File: src/rtl/iopm_pkg.sv
package iopm_pkg;

  typedef enum logic [1:0] {
    ST_IDLE       = 2'd0,
    ST_CHECK_PRIV = 2'd1,
    ST_READ       = 2'd2,
    ST_EVAL       = 2'd3
  } iopm_state_e;

  // Width code to bit mask: 00 -> one bit, 01 -> two bits, 1x -> four bits.
  function automatic logic [3:0] size_mask(input logic [1:0] sz);
    logic [3:0] m;
    unique case (sz)
      2'b00:   m = 4'b0001;
      2'b01:   m = 4'b0011;
      default: m = 4'b1111;
    endcase
    return m;
  endfunction

endpackage

File: src/rtl/iopm_eval.sv
module iopm_eval #(
  parameter int WORD_W = 16,
  parameter int WIN_W  = 4
) (
  input  logic [WORD_W-1:0] word,
  input  logic [2:0]        bit_sel,
  input  logic [1:0]        size,
  output logic              hit
);
  import iopm_pkg::*;

  logic [WORD_W-1:0] shifted;
  logic [WIN_W-1:0]  window;

  always_comb begin
    shifted = word >> bit_sel;
    window  = shifted[WIN_W-1:0] & WIN_W'(size_mask(size));
    hit     = |window;
  end
endmodule

File: config.mk
export PLATFORM = sky130hd
export DESIGN_NAME = iopm_eval
export DESIGN_NICKNAME = d
export VERILOG_FILES = /design/src/rtl/iopm_pkg.sv /design/src/rtl/iopm_eval.sv
export SDC_FILE = /design/constraint.sdc
export NUM_CORES = 1
export LEC_CHECK = 0
export CORE_AREA = 2 2 39 41
export DETAILED_ROUTE_END_ITERATION = 10
export DIE_AREA = 0 0 41 43
export DONT_BUFFER_PORTS = 1
export SYNTH_ARGS = -nofsm -noshare
export SYNTH_HDL_FRONTEND = slang
export SYNTH_SLANG_ARGS = --single-unit
export TNS_END_PERCENT = 50
File: constraint.sdc
create_clock -name vclk -period 2.4
set_input_delay 0.24 -clock vclk [all_inputs]
set_output_delay 0.24 -clock vclk [all_outputs]
set_load 0.01 [all_outputs]
---- Word-level counts from Yosys, hierarchy flattened ----
Index checks and enable logic that the tools add are counted.
storage, ports and cells
  bits in registers ....................... 0
  input bits .............................. 21
  output and inout bits ................... 1
  word-level logic and storage cells ...... 6
operators by class
  equality and inequality tests ........... 1
  shifts and indexed selects .............. 1
  mux-type cells .......................... 1
  bitwise gates (word level) .............. 1
  reduce and logical (&&, ||, !) cells .... 2
operator list
  cell                  number
  $shr A16 B3 Y4        1
  $pmux W4 S2           1
  $and A4 B4 Y4         1
  $reduce_or A4 Y1      1
  $eq A2 B1 Y1 const B  1
  $logic_not A2 Y1      1

---- Longest topological paths before layout ----
Gate-level depths: netlist (run 1).
  word-level depth ........................ 4
  mapped depth ............................ 5
  gate-level depth less buffers ........... 4

---- Worst setup path before layout (run 1) ----
OpenSTA, ideal clock, no wires.
  path kind ............................... input -> output
  start ................................... in bit_sel[0]
  end ..................................... out hit
  arrival time ............................ 1.251 ns
  required time ........................... 2.160 ns
  path slack .............................. 0.909 ns
  stages .................................. 5
  path buffers ............................ 1
  cell sequence ........................... buf_6 mux4_2 o21a_1 o21ai_2 o211ai_1
between the ends
  cells in the longest elaborated chain, start to end .. 3
RTL lines
  element           line             RTL
  from (decl)       iopm_eval.sv:6   input logic [2:0] bit_sel,
  $shr A16 B3 Y4    iopm_eval.sv:16  shifted = word >> bit_sel;
  $and A4 B4 Y4     iopm_eval.sv:17  window = shifted[WIN_W-1:0] & WIN_W'(size_mask(size));
  $reduce_or A4 Y1  iopm_eval.sv:18  hit = |window;
  to (decl)         iopm_eval.sv:8   output logic hit
No other way between the ends.

---- Worst setup path in the final report (run 1) ----
Same ends and word-level chain as after synthesis.

==> results of run 1 <==
==> power by group through the flow <==
stage / Clock, mW / Sequential [mW] / Combinational [mW]
6_report: 0 / 0 / 0.0236
5_1_grt: 0 / 0 / 0.0268
4_1_cts: 0 / 0 / 0.0239
3_5_place_dp: 0 / 0 / 0.0238
3_3_place_gp: 0 / 0 / 0.0237
2_1_floorplan: 0 / 0 / 0.0271
==> final cells by class <==
cell class                      count  area, um^2  area share [%]
Multi-Input combinational cell     19         174            86.3
Tap cell                           16        20.0            9.94
Inverter                            2        7.51            3.73
==> cells in the mapped netlist <==
cell type  number  area share [%]
o21a_1          1             3.8
inv_1           2             3.8
clkbuf_1        1             1.9
a32oi_1         1             4.5
o21ai_2         1             4.5
nand4_1         1             3.2
nor2_1          3             5.7
a211oi_1        3              11
o211ai_1        1             3.8
o21ai_0         1             2.5
mux4_1          1              13
buf_6           1             5.7
mux4_2          1              11
mux2i_1         4              20
nand3b_1        1             3.8
==> final timing paths <==
kind | slack (ns) | from | cells after the start | to
worst min-delay path | 0.62 | bit_sel[1] | 1 | hit
worst max-delay path | 0.99 | bit_sel[0] | 4 | hit
==> worst max-delay path, stage by stage <==
cell      delay [ns]
mux4_2          0.48
o21a_1          0.19
o21ai_2         0.10
o211ai_1        0.16
==> per-layer routing <==
layer	global-route usage [%]	share of wire, %
met3	2.09	18
met5	0	0
met1	9.62	39
met2	10.6	43
met4	0	0
==> kinds of logic after synthesis <==
| logic type | after synthesis |
|---|---|
| AND/OR/NAND/NOR | 5 |
| buffers and inverters | 4 |
| AO/OA/AOI/OAI | 8 |
| multiplexers | 6 |
==> stage by stage <==
| step | cell area (um^2) | cells | hold WS (ns) |
|---|---|---|---|
| 6_report | 201 | 37 | 0.622 |
| 5_1_grt | 201 | 37 | 0.644 |
| 4_1_cts | 201 | 37 | 0.627 |
| 2_1_floorplan | 196 | 23 | 0.606 |
| 3_5_place_dp | 201 | 37 | 0.627 |
| 3_3_place_gp | 201 | 37 | 0.625 |
==> flow_metrics.tcl, run 1 <==
set metrics [dict create \
    status "complete, no violations" \
    finish.net_count 44 \
    start_util_pct 14.2 \
    drv_slew 0 \
    leakagePower_nw 0.0705 \
    final-hold-violation-count 0 \
    final_layout_size_suffix_gt1_share_pct 9.52 \
    antenna_cells 0 \
    clkPwrFrac_pct 0 \
    max_cap_violations 0 \
    wirelength_um 526 \
    fin_util_pct 14.6 \
    nFillCells 157 \
    grt_pass1_vias 195 \
    cts_resized 0 \
    power_uw 23.6 \
    synth_cell_types 15 \
    pwr-share-seq_pct 0 \
    layout_commonest_cell "mux2i_1" \
    die_w_um 41 \
    synth-compound-area-share_pct 30.6 \
    fin_tns_setup_ns 0 \
    cts_setup_buffers 0 \
    p_sw_share_pct 36.1 \
    finalCriticalPeriod_ns 1.41 \
    seq_cell_count 0 \
    power_switching_uw 8.52 \
    cp_max_fo 9 \
    synthMuxAreaShare_pct 45.2 \
    synth_nets 44 \
    grt_antenna_before_repair 0 \
    rsz0062_at_grt "no" \
    synth.avg_cell_area_um2 8.54 \
    ctsHoldBuffers 0 \
    vias 178 \
    tightest_slew_ns 0.311 \
    hp-class "in2out" \
    die_h_um 43 \
    drt_iter0_drc 3 \
    netlist_instances 23 \
    synth_adder_area_share_pct 0 \
    vias_per_cell 4.81 \
    port_buffers 0 \
    syn_area_um2 196 \
    core_area_um2 1380 \
    wl_per_cell_um 14.2 \
    p_int_uw 15.1 \
    io_pins 22 \
    seqCellArea_um2 0 \
    grt_remaining_overflow 0 \
    fin_ws_ns 0.993 \
    max_slew_margin_pct 79.2 \
    drt_pass1_iterations 2 \
    finalSetupViolCount 0 \
    ant_nets 0 \
    gp_congestion 0.712 \
    critical_path_arrival_ns 1.17 \
    ir_drop_mv 0.0399 \
    hpwl_um 465 \
    powerDensity_nw_per_um2 117 \
    yosys.area_share.simple_pct 12.7 \
    pre_cts_ws_ns 0.988 \
    die_area_um2 1760 \
    timing.final.crit_share_pct 58.6 \
    ys_warn_count 0 \
    cp-start-kind "input pin" \
    ys_seq_area_share_pct 0 \
    fmax_mhz 711 \
    drc 0 \
    track_usage_pct 6.82 \
    fp-row-count 14 \
    endpoint_kind "output port" \
    grt_pass1_wl_um 862 \
    comb_power_share_pct 100.0 \
    synthXorXnorAreaFrac_pct 0 \
    mostFrequentLayoutCells "mux2i_1, a211oi_1, nor2_1, inv_1" \
    synth_top_family_by_area "multiplexers" \
    syn2layout_area_growth_pct 2.55 \
    n_clock_buffer 0 \
    grt_max_degree 10 \
    criticalPathCategory "in2out" \
    cp_data_required_time_ns 2.16 \
]
(Power assumes the default switching activity.)
==> run 2: changes to the inputs <==
ABC_AREA = 1   (was default)
clock period = 1.4 ns   (was 2.4 ns; I/O delays follow)
==> run 2 against run 1 <==
Against the previous run: final area increased by 43%; count of clock-buffer cells in the layout unchanged; critical path depth grew 4; non-clock buffer count stayed put; first-iteration DRC count increased by 33%; utilization grew 6.2 points; routed wire length up 22%; largest cell class unchanged; critical endpoint unchanged; combinational power rose to 2.9 times the previous value; largest power group unchanged.
==> flow_metrics.tcl, run 2 <==
set metrics [dict create \
    status "complete, no violations" \
    fin_ws_ns 0.603 \
    endpoint_kind "output port" \
    synthXorXnorAreaFrac_pct 0 \
    grt_antenna_before_repair 0 \
    tightest_slew_ns 0.181 \
    hp-class "in2out" \
    fin_util_pct 20.8 \
    max_cap_violations 0 \
    die_h_um 43 \
    synth.largest_area_cell "nand2_1" \
    synth_common_cells "nand2_1, inv_1, nand3_1" \
    syn_area_um2 279 \
    wl_per_cell_um 9.07 \
    synth_cell_types 14 \
    drt_pass1_iterations 4 \
    ant_nets 0 \
    final-hold-violation-count 0 \
    netlist_instances 56 \
    grt_remaining_overflow 0 \
    finalNonFillerCells 71 \
    wirelength_um 644 \
    track_usage_pct 8.29 \
    start_util_pct 20.2 \
    vias 299 \
    criticalPathCategory "in2out" \
    drc 0 \
    antenna_cells 0 \
    synth_adder_area_share_pct 0 \
    pre_cts_ws_ns 0.592 \
    seq_cell_count 0 \
    rsz0062_at_grt "no" \
    cp_data_required_time_ns 1.26 \
    die_w_um 41 \
    synth_nets 77 \
    synth_top_cell_area_share_pct 29.6 \
    powerDensity_nw_per_um2 234 \
    die_area_um2 1760 \
    synthTopCellsByArea "nand2_1, nand3_1, nand2_4" \
    layout_commonest_cell "nand2_1" \
    cp-start-kind "input pin" \
    max_slew_margin_pct 87.8 \
    synth.most_common_cell "nand2_1" \
    synth_top_family_by_area "simple AND/OR/NAND/NOR gates" \
    io_pins 22 \
    grt_pass1_vias 268 \
    gp_congestion 0.753 \
    nFillCells 173 \
    drt_iter0_drc 4 \
    critical_path_arrival_ns 0.66 \
    cp_max_fo 2 \
    seqCellArea_um2 0 \
    synthMuxAreaShare_pct 0 \
    port_buffers 0 \
    finish.net_count 78 \
    ir_drop_mv 0.0397 \
    ys_warn_count 0 \
    n_clock_buffer 0 \
    final_layout_size_suffix_gt1_share_pct 20.0 \
    drv_slew 0 \
    ys_seq_area_share_pct 0 \
    syn2layout_area_growth_pct 3.14 \
    yosys.area_share.simple_pct 66.8 \
    power_uw 67.3 \
    vias_per_cell 4.21 \
    cts_setup_buffers 0 \
    fp-row-count 14 \
    synth.avg_cell_area_um2 4.98 \
    grt_pass1_wl_um 1080 \
    mostFrequentLayoutCells "nand2_1, inv_1, nand3_1, nand2_4, nor2_1" \
    finalCriticalPeriod_ns 0.797 \
    ctsHoldBuffers 0 \
    placed_cells 71 \
    grt_max_degree 10 \
    leakagePower_nw 0.176 \
    finalSetupViolCount 0 \
    cts_resized 0 \
    core_area_um2 1380 \
    fin_tns_setup_ns 0 \
    fmax_mhz 1250 \
    synth-compound-area-share_pct 11.7 \
    timing.final.crit_share_pct 57.0 \
]
==> run 2: cell count changes after synthesis, sizes merged, moves of 2 or more <==
cell and change:
a211oi -3, inv +9, a21oi +3, nand2 +26, mux2i -4, mux4 -2, nor2 +2, nand3 +8
==> run 2: metal layers <==
layer | wire length (um) | part of all wire [%] | global-route usage, %
met5 | 0 | 0 | 0
met4 | 0 | 0 | 0
met3 | 77 | 12 | 1.57
met2 | 328 | 51 | 13.4
met1 | 238 | 37 | 11.7
==> run 2: through the flow <==
| step | hold slack (ns) | area (um^2) |
|---|---|---|
| detailed placement | 0.490 | 288 |
| finish | 0.488 | 288 |
| global placement | 0.486 | 288 |
| global route | 0.516 | 288 |
| floorplan | 0.468 | 279 |
| CTS | 0.491 | 288 |
==> run 2: final timing paths <==
kind,from,endpoint,slack [ns],cells after the start
hold / removal,size[1],hit,0.49,4
setup / recovery,word[6],hit,0.60,8
==> run 2: area by class of cell <==
| type | count | area [um^2] | area share (%) |
|---|---|---|---|
| tap | 16 | 20.0 | 6.96 |
| multi-input combinational | 44 | 219 | 76.1 |
| inverter | 11 | 48.8 | 17.0 |
==> run 2: power breakdown <==
group	internal (mW)	switching, mW
sequential	0	0
clock	0	0
combinational	0.0292	0.0381
total	0.0292	0.0381
==> run 2: cells by family after synthesis <==
logic type / Yosys count
compound gates: 5
buf+inv: 12
simple gates: 39
==> run 2: worst max-delay path, stage by stage <==
cell	delay [ns]
inv_1	0.07
nand2_4	0.06
o21ai_2	0.04
nand2_1	0.05
nand2_1	0.05
o21ai_0	0.08
nand2_1	0.07
nand2_1	0.09
